## config.mk

```make
export PLATFORM = sky130hd
export DESIGN_NAME = pdiv_top
export DESIGN_NICKNAME = d
export VERILOG_FILES = /design/src/rtl/pdiv_pkg.sv /design/src/rtl/pdiv_sync.sv /design/src/rtl/pdiv_engine.sv /design/src/rtl/pdiv_outstage.sv /design/src/rtl/pdiv_top.sv
export SDC_FILE = /design/constraint.sdc
export NUM_CORES = 1
export LEC_CHECK = 0
export BUFFER_PORTS_ARGS = -buffer_cell sky130_fd_sc_hd__buf_2
export CAP_MARGIN = 5
export CORE_AREA = 2 2 108 110
export DETAILED_ROUTE_END_ITERATION = 8
export DIE_AREA = 0 0 110 112
export GPL_TIMING_DRIVEN = 0
export PLACE_DENSITY = 0.44
export SLEW_MARGIN = 0
export SYNTH_ARGS = -nofsm -noshare
export SYNTH_HDL_FRONTEND = slang
export SYNTH_SLANG_ARGS = --single-unit
```

## constraint.sdc

```tcl
create_clock -name osc_clk -period 6.7 [get_ports osc_clk]
set_input_delay 1.005 -clock osc_clk [delete_from_list [all_inputs] [get_ports osc_clk]]
set_output_delay 1.005 -clock osc_clk [all_outputs]
set_load 0.01 [all_outputs]
```

## src/rtl/pdiv_pkg.sv

```systemverilog
`timescale 1ns/1ps
package pdiv_pkg;
   typedef enum logic [1:0] {
      PD_RUN   = 2'd0,
      PD_DRAIN = 2'd1,
      PD_HALT  = 2'd2
   } pd_mode_e;
   localparam int PD_SLOTS = 2;
endpackage

```

## src/rtl/pdiv_sync.sv

```systemverilog
`timescale 1ns/1ps
module pdiv_sync #(
   parameter int STAGES   = 2,
   parameter bit NEG_EDGE = 1'b0
) (
   input  logic clk,
   input  logic rst_n,
   input  logic d_i,
   output logic q_o
);
   logic [STAGES-1:0] sh_q;

   generate
      if (STAGES < 2) begin : g_bad
         $error("pdiv_sync needs at least two stages");
      end
      if (NEG_EDGE) begin : g_neg
         always_ff @(negedge clk or negedge rst_n) begin
            if (!rst_n) sh_q <= '0;
            else        sh_q <= {sh_q[STAGES-2:0], d_i};
         end
      end else begin : g_pos
         always_ff @(posedge clk or negedge rst_n) begin
            if (!rst_n) sh_q <= '0;
            else        sh_q <= {sh_q[STAGES-2:0], d_i};
         end
      end
   endgenerate

   assign q_o = sh_q[STAGES-1];
endmodule

```

## src/rtl/pdiv_engine.sv

```systemverilog
`timescale 1ns/1ps
module pdiv_engine
   import pdiv_pkg::*;
#(
   parameter int DIV_W = 8
) (
   input  logic             clk,
   input  logic             rst_n,
   input  logic [DIV_W-1:0] ratio_i,
   input  logic             pol_i,
   input  logic             p_sync_i,
   input  logic             n_sync_i,
   input  logic             shut_i,
   output logic             slot0_o,
   output logic             slot1_o
);
   localparam logic [DIV_W-1:0] MIN_RATIO = DIV_W'(2);

   logic [DIV_W-1:0] cnt_q, nlat_q, cnt_d, nlat_d, ratio_c;
   pd_mode_e         mode_q, mode_d;
   logic             pend_q, pend_d, par_q, par_d, nprev_q;
   logic             slot0_q, slot1_q;
   logic [PD_SLOTS-1:0] slot_v;
   logic             p_act, n_act, n_fall, n_rise;

   assign ratio_c = (ratio_i < MIN_RATIO) ? MIN_RATIO : ratio_i;
   assign p_act   = ~(p_sync_i ^ pol_i);
   assign n_act   = ~(n_sync_i ^ pol_i);
   assign n_fall  = nprev_q & ~n_act;
   assign n_rise  = ~nprev_q & n_act;

   always_comb begin
      logic             v;
      logic             hit;
      logic [DIV_W:0]   half_w;
      logic [DIV_W:0]   nxt_w;
      cnt_d  = cnt_q;
      nlat_d = nlat_q;
      mode_d = mode_q;
      pend_d = pend_q;
      par_d  = par_q;
      slot_v = '0;
      v      = 1'b0;
      hit    = 1'b0;
      half_w = '0;
      nxt_w  = '0;
      if (shut_i) begin
         cnt_d  = '0;
         nlat_d = ratio_c;
         mode_d = PD_RUN;
         pend_d = 1'b0;
         par_d  = 1'b0;
      end else begin
         if (n_fall) begin
            pend_d = 1'b0;
            if (mode_d == PD_RUN) mode_d = PD_DRAIN;
         end
         if (n_rise && (mode_d != PD_RUN)) begin
            pend_d = 1'b1;
            par_d  = ~p_act;
         end
         for (int i = 0; i < PD_SLOTS; i++) begin
            hit = (mode_d == PD_HALT) && pend_d && (par_d == (i == 1));
            if (hit) begin
               cnt_d  = '0;
               nlat_d = ratio_c;
               mode_d = PD_RUN;
               pend_d = 1'b0;
            end
            half_w = ({1'b0, nlat_d} + 1'b1) >> 1;
            v = (mode_d != PD_HALT) && ({1'b0, cnt_d} < half_w);
            if ((mode_d == PD_DRAIN) && !v) mode_d = PD_HALT;
            slot_v[i] = v;
            if (mode_d != PD_HALT) begin
               nxt_w = {1'b0, cnt_d} + 1'b1;
               if (nxt_w >= {1'b0, nlat_d}) begin
                  cnt_d  = '0;
                  nlat_d = ratio_c;
               end else begin
                  cnt_d = nxt_w[DIV_W-1:0];
               end
            end
         end
      end
   end

   always_ff @(posedge clk or negedge rst_n) begin
      if (!rst_n) begin
         cnt_q   <= '0;
         nlat_q  <= MIN_RATIO;
         mode_q  <= PD_RUN;
         pend_q  <= 1'b0;
         par_q   <= 1'b0;
         nprev_q <= 1'b0;
         slot0_q <= 1'b0;
         slot1_q <= 1'b0;
      end else begin
         cnt_q   <= cnt_d;
         nlat_q  <= nlat_d;
         mode_q  <= mode_d;
         pend_q  <= pend_d;
         par_q   <= par_d;
         nprev_q <= n_act;
         slot0_q <= shut_i ? 1'b0 : slot_v[0];
         slot1_q <= shut_i ? 1'b0 : slot_v[1];
      end
   end

   assign slot0_o = slot0_q;
   assign slot1_o = slot1_q;


   cnt_range_chk: assert property (@(posedge clk) disable iff (!rst_n)
      (cnt_q < nlat_q) && (nlat_q >= MIN_RATIO));


   halt_low_chk: assert property (@(posedge clk) disable iff (!rst_n)
      (mode_q == PD_HALT) |-> !slot1_q);


   shut_quiet_chk: assert property (@(posedge clk) disable iff (!rst_n)
      shut_i |=> (!slot0_q && !slot1_q && (mode_q == PD_RUN)));


   restart_high_chk: assert property (@(posedge clk) disable iff (!rst_n)
      ($past(mode_q == PD_HALT) && (mode_q == PD_RUN) && !$past(shut_i))
         |-> (slot0_q || slot1_q));
endmodule

```

## src/rtl/pdiv_outstage.sv

```systemverilog
`timescale 1ns/1ps
module pdiv_outstage (
   input  logic clk,
   input  logic rst_n,
   input  logic slot0_i,
   input  logic slot1_i,
   output logic clk_o
);
   logic slot1_n;

   always_ff @(negedge clk or negedge rst_n) begin
      if (!rst_n) slot1_n <= 1'b0;
      else        slot1_n <= slot1_i;
   end

   assign clk_o = clk ? slot0_i : slot1_n;


   reset_low_chk: assert property (@(negedge clk)
      !rst_n |-> !slot1_n);
endmodule

```

## src/rtl/pdiv_top.sv

```systemverilog
`timescale 1ns/1ps
module pdiv_top #(
   parameter int DIV_W       = 8,
   parameter int SYNC_STAGES = 2
) (
   input  logic             osc_clk,
   input  logic             rst_n,
   input  logic [DIV_W-1:0] div_ratio,
   input  logic             sync_pol,
   input  logic             sync_in,
   input  logic             shutdown,
   output logic             clk_out
);
   // Restart latency in half oscillator periods, from capture edge to first high half.
   localparam int RESTART_HALVES = 2 * SYNC_STAGES;

   logic p_sync, n_sync, slot0, slot1;

   generate
      if (DIV_W < 2) begin : g_bad_w
         $error("DIV_W must be at least 2");
      end
      if (RESTART_HALVES < 4) begin : g_bad_s
         $error("SYNC_STAGES must be at least 2");
      end
   endgenerate

   pdiv_sync #(.STAGES(SYNC_STAGES), .NEG_EDGE(1'b0)) u_sync_p (
      .clk(osc_clk), .rst_n(rst_n), .d_i(sync_in), .q_o(p_sync));

   pdiv_sync #(.STAGES(SYNC_STAGES), .NEG_EDGE(1'b1)) u_sync_n (
      .clk(osc_clk), .rst_n(rst_n), .d_i(sync_in), .q_o(n_sync));

   pdiv_engine #(.DIV_W(DIV_W)) u_engine (
      .clk(osc_clk), .rst_n(rst_n), .ratio_i(div_ratio), .pol_i(sync_pol),
      .p_sync_i(p_sync), .n_sync_i(n_sync), .shut_i(shutdown),
      .slot0_o(slot0), .slot1_o(slot1));

   pdiv_outstage u_out (
      .clk(osc_clk), .rst_n(rst_n), .slot0_i(slot0), .slot1_i(slot1),
      .clk_o(clk_out));
endmodule

```

==> flow_metrics.env, run 1 <==
export IMPL_fin_nets=509
export IMPL_initial_core_util_pct=29.1
export IMPL_worstPathMaxFanout=8
export IMPL_status="finished with violations"
export IMPL_path_delay_family="compound AO/OA/AOI/OAI gates"
export IMPL_post_place_ws_ns=-4.59
export IMPL_worst_setup_path_type="flop to flop"
export IMPL_synthTopCellsByArea="dfrtp_1, ha_1, mux2i_1"
export IMPL_post_route_util_pct=42.7
export IMPL_cp_required_ns=7.00
export IMPL_grt_usage_pct=19.6
export IMPL_skew_ns=0.0465
export IMPL_async_flop_share_pct=100
export IMPL_synth_cell_area_um2=3250
export IMPL_slew_headroom_pct=45.8
export IMPL_max_stage_delay_ns=0.47
export IMPL_synth_edff_count=0
export IMPL_power_leakage_nw=2.18
export IMPL_drc=0
export IMPL_drive_above_1_share_pct=41.3
export IMPL_viasPerCell=5.45
export IMPL_reg2reg_from="u_sync_n.sh_q[1]$_DFF_NN0_"
export IMPL_ant_nets=0
export IMPL_max_cap_violations=0
export IMPL_synth_fp_nets=433
export IMPL_tightest_slew_ns=0.807
export IMPL_hold_viol_final=0
export IMPL_synth_common_cells="ha_1, nor2_1, inv_1"
export IMPL_worst_slack_ns=-3.45
export IMPL_yosys_warnings=0
export IMPL_synth_cell_types=80
export IMPL_cp_slowest_cell="dfrtn_1"
export IMPL_synth_top_cell_by_area="dfrtp_1"
export IMPL_worstHoldEndpoint="u_sync_n.sh_q[1]$_DFF_NN0_"
export IMPL_core_region_area_um2=11200
export IMPL_setup_tns_ns=-64.02
export IMPL_cp_startpoint="u_sync_n.sh_q[1]$_DFF_NN0_"
export IMPL_synthFlopType="dfrtp_1"
export IMPL_hold_ws_ns=0.298
export IMPL_io_pins=14
export IMPL_ys_ff_latch=28
export IMPL_yosys_area_top_type_share_pct=18.5
export IMPL_gp_congestion=0.877
export IMPL_diodes=0
export IMPL_hold_buffers=0
export IMPL_wl_per_cell_um=19.4
export IMPL_insertion_delay_ns=0.42
export IMPL_cts_clk_slew_worst_paths_ns=0.08
export IMPL_ys_seq_area_share_pct=21.6
export IMPL_wl_um=11800
export IMPL_grt_pass1_wl_um=18100
export IMPL_synthToLayoutAreaGrowth_pct=46.6
export IMPL_dieArea_um2=12300
export IMPL_hold_path_depth=0
export IMPL_slew_viol_final=0
export IMPL_synthCells=387
export IMPL_critPathBufInv=4
export IMPL_power_density_nw_per_um2=483
export IMPL_die_height_um=112
export IMPL_grt_overflow_total=0
export IMPL_final_setup_viol_count=21
export IMPL_yosysMostFrequentCell="ha_1"
export IMPL_num_rows=39
export IMPL_drt_iter0_drc=182
export IMPL_avgSynthCellArea_um2=8.41
export IMPL_start_kind="flop"
export IMPL_portBuffers=12
export IMPL_r2r_cells=31
export IMPL_grt_max_degree=29
export IMPL_hp_class="flop to flop"
export IMPL_cts_tree="done"
export IMPL_violations="negative setup slack"
export IMPL_dp_hpwl_um=8150
export IMPL_total_power_w=0.00230
export IMPL_grt_pass1_vias=3408
export IMPL_rrSetupSlack_ns=-3.45
export IMPL_critPathArrivalTime_ns=10.45
export IMPL_dieWidth_um=110
export IMPL_ir_drop_mv=0.201
export IMPL_vias=3295
export IMPL_dr_pass1_iters=4
export IMPL_rsz0062_at_grt="yes"
export IMPL_worst_r2r_endpoint="u_engine.cnt_q[6]$_DFF_PN0_"
export IMPL_min_from="u_sync_n.sh_q[0]$_DFF_NN0_"
export IMPL_antenna_found_initial=0
export IMPL_endpoint_kind="flop"
## placed cells by master (no fill, tap or decap), types with 7 or more instances in the layout
master	count
ha_1	27
nor2_2	8
nand3_1	7
a21oi_1	12
buf_6	7
buf_2	13
nand2_1	19
mux2i_1	11
o21ai_1	8
xnor2_1	13
nor2_1	18
o21ai_2	8
clkbuf_16	7
buf_4	52
a21oi_4	8
inv_1	23
xor2_1	7
dfrtp_1	24
and2_1	9
## repair_timing
| item | 4_1_cts | 5_1_grt |
|---|---|---|
| resized for setup | 94 | 20 |
| setup endpoints to repair | 21 | 21 |
| setup buffers | 45 | 12 |
| cloned | 2 | 0 |
| pin swaps | 51 | 32 |
## cell type report
type | count | area, um^2
Multi-Input combinational cell | 316 | 2930
Sequential cell | 28 | 702
Timing Repair Buffer | 70 | 554
Fill cell | 1119 | 6400
Buffer | 11 | 101
Clock inverter | 1 | 30.0
Tap cell | 143 | 179
Inverter | 29 | 114
Clock buffer | 7 | 155
## how the worst max path moves through the flow
stage | slack [ns] | depth (start not counted) | to
finish | -3.45 | 31 | u_engine.cnt_q[6]$_DFF_PN0_
global route | -3.66 | 29 | u_engine.cnt_q[6]$_DFF_PN0_
CTS | -3.40 | 29 | u_engine.cnt_q[6]$_DFF_PN0_
detailed placement | -4.59 | 31 | u_engine.nlat_q[4]$_DFF_PN0_
global placement | -4.60 | 29 | u_engine.nlat_q[0]$_DFF_PN0_
floorplan | -3.17 | 31 | u_engine.cnt_q[7]$_DFF_PN0_
## metal layers
metal  wire (um)  GRT usage [%]  up-vias
met5           0              0        -
met4         335           8.69        0
met3         387           2.58       26
met2        5740           30.6       81
met1        5300           26.7     1605
li1            -              -     1583
## state kept, by name, indices dropped and copies added, names as in the netlist
| register | flops |
|---|---|
| u_sync_p.sh_q | 2 |
| u_engine.mode_q | 2 |
| u_engine.slot1_o | 1 |
| u_sync_n.sh_q | 2 |
| u_engine.nprev_q | 1 |
| u_engine.cnt_q | 8 |
| u_engine.nlat_q | 8 |
| u_engine.pend_q | 1 |
| u_out.slot1_n | 1 |
| u_engine.slot0_o | 1 |
| u_engine.par_q | 1 |
## metrics by stage
stage | cells | instance area, um^2
6_report | 605 | 4770
5_1_grt | 605 | 4770
4_1_cts | 594 | 4600
3_5_place_dp | 542 | 3640
3_3_place_gp | 542 | 3640
2_1_floorplan | 387 | 3400
## cell families after synthesis
| kind of cell | share of synthesized area (%) |
|---|---|
| buffers and inverters | 5.73 |
| DFF | 21.6 |
| xor gates and xnor gates | 6.19 |
| and+or+nand+nor | 21.3 |
| adders and majority gates | 12.7 |
| AOI/OAI and AO/OA | 26.1 |
| muxes | 6.46 |
## report_power, final
| part | leakage [nW] | internal (W) | switching, W |
|---|---|---|---|
| sequential | 0.349 | 0.000225 | 0.0000399 |
| combinational | 1.73 | 0.000812 | 0.000935 |
| clock | 0.0961 | 0.000205 | 0.0000846 |
(Power assumes the default switching activity.)
==> run 2, diff against run 1 <==
PLACE_DENSITY = 0.54   (was 0.44)
==> flow_metrics.env, run 2 (synthesis results as in run 1) <==
export IMPL_status="finished with violations"
export IMPL_violations="negative setup slack"
export IMPL_layout_commonest_cell="buf_4"
export IMPL_core_region_area_um2=11200
export IMPL_post_place_ws_ns=-4.55
export IMPL_power_switching_share_pct=46.0
export IMPL_setup_tns_ns=-65.14
export IMPL_rsz0062_at_grt="yes"
export IMPL_worstPathMaxFanout=8
export IMPL_fill_cells=1023
export IMPL_multi_input_area_um2=2920
export IMPL_total_power_w=0.00229
export IMPL_power_leakage_nw=2.14
export IMPL_drc=0
export IMPL_cp_required_ns=7.03
export IMPL_dieArea_um2=12300
export IMPL_reg2reg_from="u_sync_n.sh_q[1]$_DFF_NN0_"
export IMPL_viasPerCell=5.57
export IMPL_max_stage_delay_ns=0.45
export IMPL_fin_nets=513
export IMPL_grt_pass1_vias=3393
export IMPL_clkPwrFrac_pct=12.7
export IMPL_dp_hpwl_um=7590
export IMPL_start_kind="flop"
export IMPL_skew_ns=0.0492
export IMPL_drt_iter0_drc=185
export IMPL_ant_nets=0
export IMPL_final_setup_viol_count=21
export IMPL_drive_above_1_share_pct=42.1
export IMPL_cp_startpoint="u_sync_n.sh_q[1]$_DFF_NN0_"
export IMPL_dieWidth_um=110
export IMPL_min_from="u_sync_n.sh_q[0]$_DFF_NN0_"
export IMPL_synthToLayoutAreaGrowth_pct=46.2
export IMPL_max_cap_violations=0
export IMPL_internal_power_w=0.00124
export IMPL_final_cell_mix="buf_4, ha_1, dfrtp_1, inv_1, nor2_1"
export IMPL_wl_per_cell_um=18.5
export IMPL_critPathArrivalTime_ns=10.53
export IMPL_slew_headroom_pct=54.2
export IMPL_grt_overflow_total=0
export IMPL_initial_core_util_pct=29.1
export IMPL_insertion_delay_ns=0.43
export IMPL_endpoint_kind="flop"
export IMPL_num_rows=39
export IMPL_hold_viol_final=0
export IMPL_wl_um=11300
export IMPL_portBuffers=12
export IMPL_power_density_nw_per_um2=482
export IMPL_diodes=0
export IMPL_critPathBufInv=8
export IMPL_cp_slowest_cell="mux2i_4"
export IMPL_cts_tree="done"
export IMPL_dr_pass1_iters=5
export IMPL_grt_usage_pct=18.9
export IMPL_top_regs="u_engine.cnt_q x8, u_engine.nlat_q x8"
export IMPL_grt_max_degree=29
export IMPL_die_height_um=112
export IMPL_path_delay_family="compound AO/OA/AOI/OAI gates"
export IMPL_antenna_found_initial=0
export IMPL_combPwrFrac_pct=75.9
export IMPL_gp_congestion=0.906
export IMPL_switchingPower_w=0.00105
export IMPL_ir_drop_mv=0.181
export IMPL_hp_class="flop to flop"
export IMPL_seq_area_um2=702
export IMPL_grt_pass1_wl_um=17700
export IMPL_worst_slack_ns=-3.50
export IMPL_vias=3395
export IMPL_slew_viol_final=0
export IMPL_path_common_cell="buf_4"
export IMPL_io_pins=14
export IMPL_p_seq_share_pct=11.5
export IMPL_tightest_slew_ns=0.687
export IMPL_cts_clk_slew_worst_paths_ns=0.08
export IMPL_worst_setup_path_type="flop to flop"
-- run 2: layout make-up --
cell class	instances	share of cell area, %
clock buffer	7	3.26
sequential	28	14.8
multi-input combinational	316	61.3
timing repair buffer	74	12.0
clock inverter	1	0.631
buffer	11	1.87
tap	143	3.76
inverter	29	2.45
-- run 2: worst register-to-register path, delay by kind of cell, from the launching register on --
kind / cells / cell delay [ns]
mux: 1 / 0.45
fa+ha+maj: 2 / 0.61
compound gates: 13 / 2.87
xor+xnor: 3 / 0.49
flops: 1 / 0.38
simple gates: 5 / 0.74
buf+inv: 8 / 1.22
-- run 2: final timing paths --
| path | endpoint | slack, ns | cells past startpoint |
|---|---|---|---|
| setup reg to reg | u_engine.cnt_q[7]$_DFF_PN0_ | -3.50 | 32 |
| min in group asynchronous | u_engine.cnt_q[0]$_DFF_PN0_ | 0.66 | 1 |
| hold / removal | u_sync_n.sh_q[1]$_DFF_NN0_ | 0.30 | 0 |
| max in group asynchronous | u_sync_n.sh_q[0]$_DFF_NN0_ | 2.39 | 1 |
| hold reg to reg | u_sync_n.sh_q[1]$_DFF_NN0_ | 0.30 | 0 |
| setup / recovery | u_engine.cnt_q[7]$_DFF_PN0_ | -3.50 | 32 |
-- run 2: power groups by stage --
stage,clock (W),sequential (W),combinational (W)
2_1_floorplan,0.0000105,0.000247,0.000923
3_3_place_gp,0.0000147,0.000256,0.00117
3_5_place_dp,0.0000147,0.000258,0.00119
4_1_cts,0.000295,0.000259,0.00154
5_1_grt,0.000304,0.000268,0.00187
6_report,0.000290,0.000263,0.00174
-- run 2: stage by stage --
stage	utilization (%)	area (um^2)	hold WS, ns	std cells
finish	42.6	4760	0.298	609
global route	42.6	4760	0.326	609
CTS	39.9	4450	0.298	593
detailed placement	32.6	3640	0.298	542
global placement	32.6	3640	0.294	542
floorplan	-	3400	0.292	387
-- run 2: per-layer routing --
metal / GRT usage (%) / part of all wire, %
met1: 23.8 / 42
met4: 11.5 / 4.5
met3: 2.69 / 4.8
met2: 30.2 / 49
met5: 0 / 0
-- run 2: repair_timing --
item	CTS	global route
gates resized for setup	69	37
cloned	1	0
pin swaps	47	37
buffers inserted	45	17
hold buffers	0	0
setup endpoints to repair	21	21
==> run 3, diff against run 2 <==
CORE_AREA = 2 2 94 96   (was 2 2 108 110)
DIE_AREA = 0 0 96 98   (was 0 0 110 112)
PLACE_DENSITY = 0.66   (was 0.54)
TNS_END_PERCENT = 10   (was default)
==> flow_metrics.env, run 3 (synthesis results as in run 1) <==
export IMPL_total_power_w=0.00228
export IMPL_antenna_found_initial=0
export IMPL_viasPerCell=6.11
export IMPL_insertion_delay_ns=0.41
export IMPL_grt_usage_pct=23.1
export IMPL_tightest_slew_ns=0.762
export IMPL_grt_pass1_vias=3325
export IMPL_skew_ns=0.0200
export IMPL_fin_nets=513
export IMPL_initial_core_util_pct=38.4
export IMPL_max_cap_violations=0
export IMPL_final_setup_viol_count=21
export IMPL_die_height_um=98
export IMPL_worst_slack_ns=-3.61
export IMPL_num_rows=34
export IMPL_dp_hpwl_um=7140
export IMPL_power_leakage_nw=2.12
export IMPL_power_switching_share_pct=47.2
export IMPL_hold_buffers=0
export IMPL_ir_drop_mv=0.254
export IMPL_post_route_util_pct=55.3
export IMPL_cts_tree="done"
export IMPL_power_density_nw_per_um2=487
export IMPL_wl_um=11400
export IMPL_grt_pass1_wl_um=16800
export IMPL_worst_setup_path_type="flop to flop"
export IMPL_dr_pass1_iters=6
export IMPL_worstPathMaxFanout=7
export IMPL_io_pins=14
export IMPL_ant_nets=0
export IMPL_final_cell_mix="buf_4, ha_1, dfrtp_1, inv_1"
export IMPL_slew_viol_final=0
export IMPL_fill_cells=682
export IMPL_p_seq_share_pct=11.7
export IMPL_instances_no_fill=574
export IMPL_core_region_area_um2=8470
export IMPL_setup_tns_ns=-66.29
export IMPL_combPwrFrac_pct=79.5
export IMPL_max_stage_delay_ns=0.48
export IMPL_dieArea_um2=9410
export IMPL_violations="negative setup slack"
export IMPL_hp_class="flop to flop"
export IMPL_slew_headroom_pct=48.9
export IMPL_drt_iter0_drc=432
export IMPL_layout_commonest_cell="buf_4"
export IMPL_clkPwrFrac_pct=8.8
export IMPL_grt_overflow_total=0
export IMPL_drc=0
export IMPL_grt_max_degree=29
export IMPL_endpoint_kind="flop"
export IMPL_rsz0062_at_grt="yes"
export IMPL_path_common_cell="buf_4"
export IMPL_synthToLayoutAreaGrowth_pct=43.9
export IMPL_start_kind="flop"
export IMPL_wl_per_cell_um=19.8
export IMPL_cp_slowest_cell="dfrtn_1"
export IMPL_diodes=0
export IMPL_drive_above_1_share_pct=42.1
export IMPL_internal_power_w=0.00120
export IMPL_vias=3509
export IMPL_dieWidth_um=96
export IMPL_status="finished with violations"
export IMPL_gp_congestion=0.910
export IMPL_top_regs="u_engine.cnt_q x8, u_engine.nlat_q x8"
export IMPL_critPathArrivalTime_ns=10.65
export IMPL_cts_clk_slew_worst_paths_ns=0.11
export IMPL_portBuffers=12
export IMPL_switchingPower_w=0.00108
export IMPL_hold_viol_final=0
export IMPL_cp_required_ns=7.04
export IMPL_placedCellCount=507
-- run 3: power groups by stage --
| stage | Sequential, W | Combinational [W] | Clock (W) |
|---|---|---|---|
| detailed placement | 0.000257 | 0.00118 | 0.0000147 |
| CTS | 0.000262 | 0.00152 | 0.000203 |
| floorplan | 0.000247 | 0.000919 | 0.0000105 |
| global route | 0.000269 | 0.00193 | 0.000211 |
| global placement | 0.000255 | 0.00115 | 0.0000147 |
| finish | 0.000266 | 0.00181 | 0.000201 |
-- run 3: stage by stage --
stage	worst slack, ns	hold slack (ns)	area, um^2
2_1_floorplan	-3.17	0.292	3400
3_3_place_gp	-4.42	0.294	3600
3_5_place_dp	-4.53	0.296	3600
4_1_cts	-3.37	0.297	4390
5_1_grt	-3.90	0.307	4680
6_report	-3.61	0.296	4680
-- run 3: routing by layer --
layer / vias to the layer above / track usage, % / wire, um
met5: - / 0 / 0
met4: 0 / 7.58 / 509
met3: 57 / 3.32 / 702
met2: 177 / 38.9 / 5500
met1: 1688 / 29.9 / 4660
li1: 1587 / - / -
-- run 3: worst max-delay path, delay by kind of cell (launching register included) --
family | cells | cell delay [ns]
buffers and inverters | 7 | 1.12
multiplexers | 1 | 0.27
adder cells (fa/ha/maj) | 3 | 0.84
XOR/XNOR | 3 | 0.49
AND/OR/NAND/NOR | 10 | 1.45
AO/OA/AOI/OAI | 10 | 2.25
flip-flops | 1 | 0.48
-- run 3: layout make-up --
cell class	count	area, um^2	share of cell area (%)
Multi-Input combinational cell	316	2920	62.3
Timing Repair Buffer	74	597	12.7
Buffer	11	101	2.16
Tap cell	108	135	2.88
Clock inverter	1	30.0	0.641
Sequential cell	28	702	15.0
Clock buffer	7	87.6	1.87
Inverter	29	114	2.43
-- run 3: final timing paths --
check	from	to	slack, ns	cells after the start
setup / recovery	u_sync_n.sh_q[1]$_DFF_NN0_	u_engine.cnt_q[7]$_DFF_PN0_	-3.61	34
hold / removal	u_sync_n.sh_q[0]$_DFF_NN0_	u_sync_n.sh_q[1]$_DFF_NN0_	0.30	0
setup reg to reg	u_sync_n.sh_q[1]$_DFF_NN0_	u_engine.cnt_q[7]$_DFF_PN0_	-3.61	34
hold reg to reg	u_sync_n.sh_q[0]$_DFF_NN0_	u_sync_n.sh_q[1]$_DFF_NN0_	0.30	0
max in group asynchronous	rst_n	u_sync_n.sh_q[0]$_DFF_NN0_	2.39	1
min in group asynchronous	rst_n	u_engine.mode_q[0]$_DFF_PN0_	0.63	1
-- run 3: timing repair --
item	in CTS	in global routing
pin swaps	42	39
setup buffers	46	15
setup endpoints to repair	21	21
resized for setup	75	41
cloned	2	0
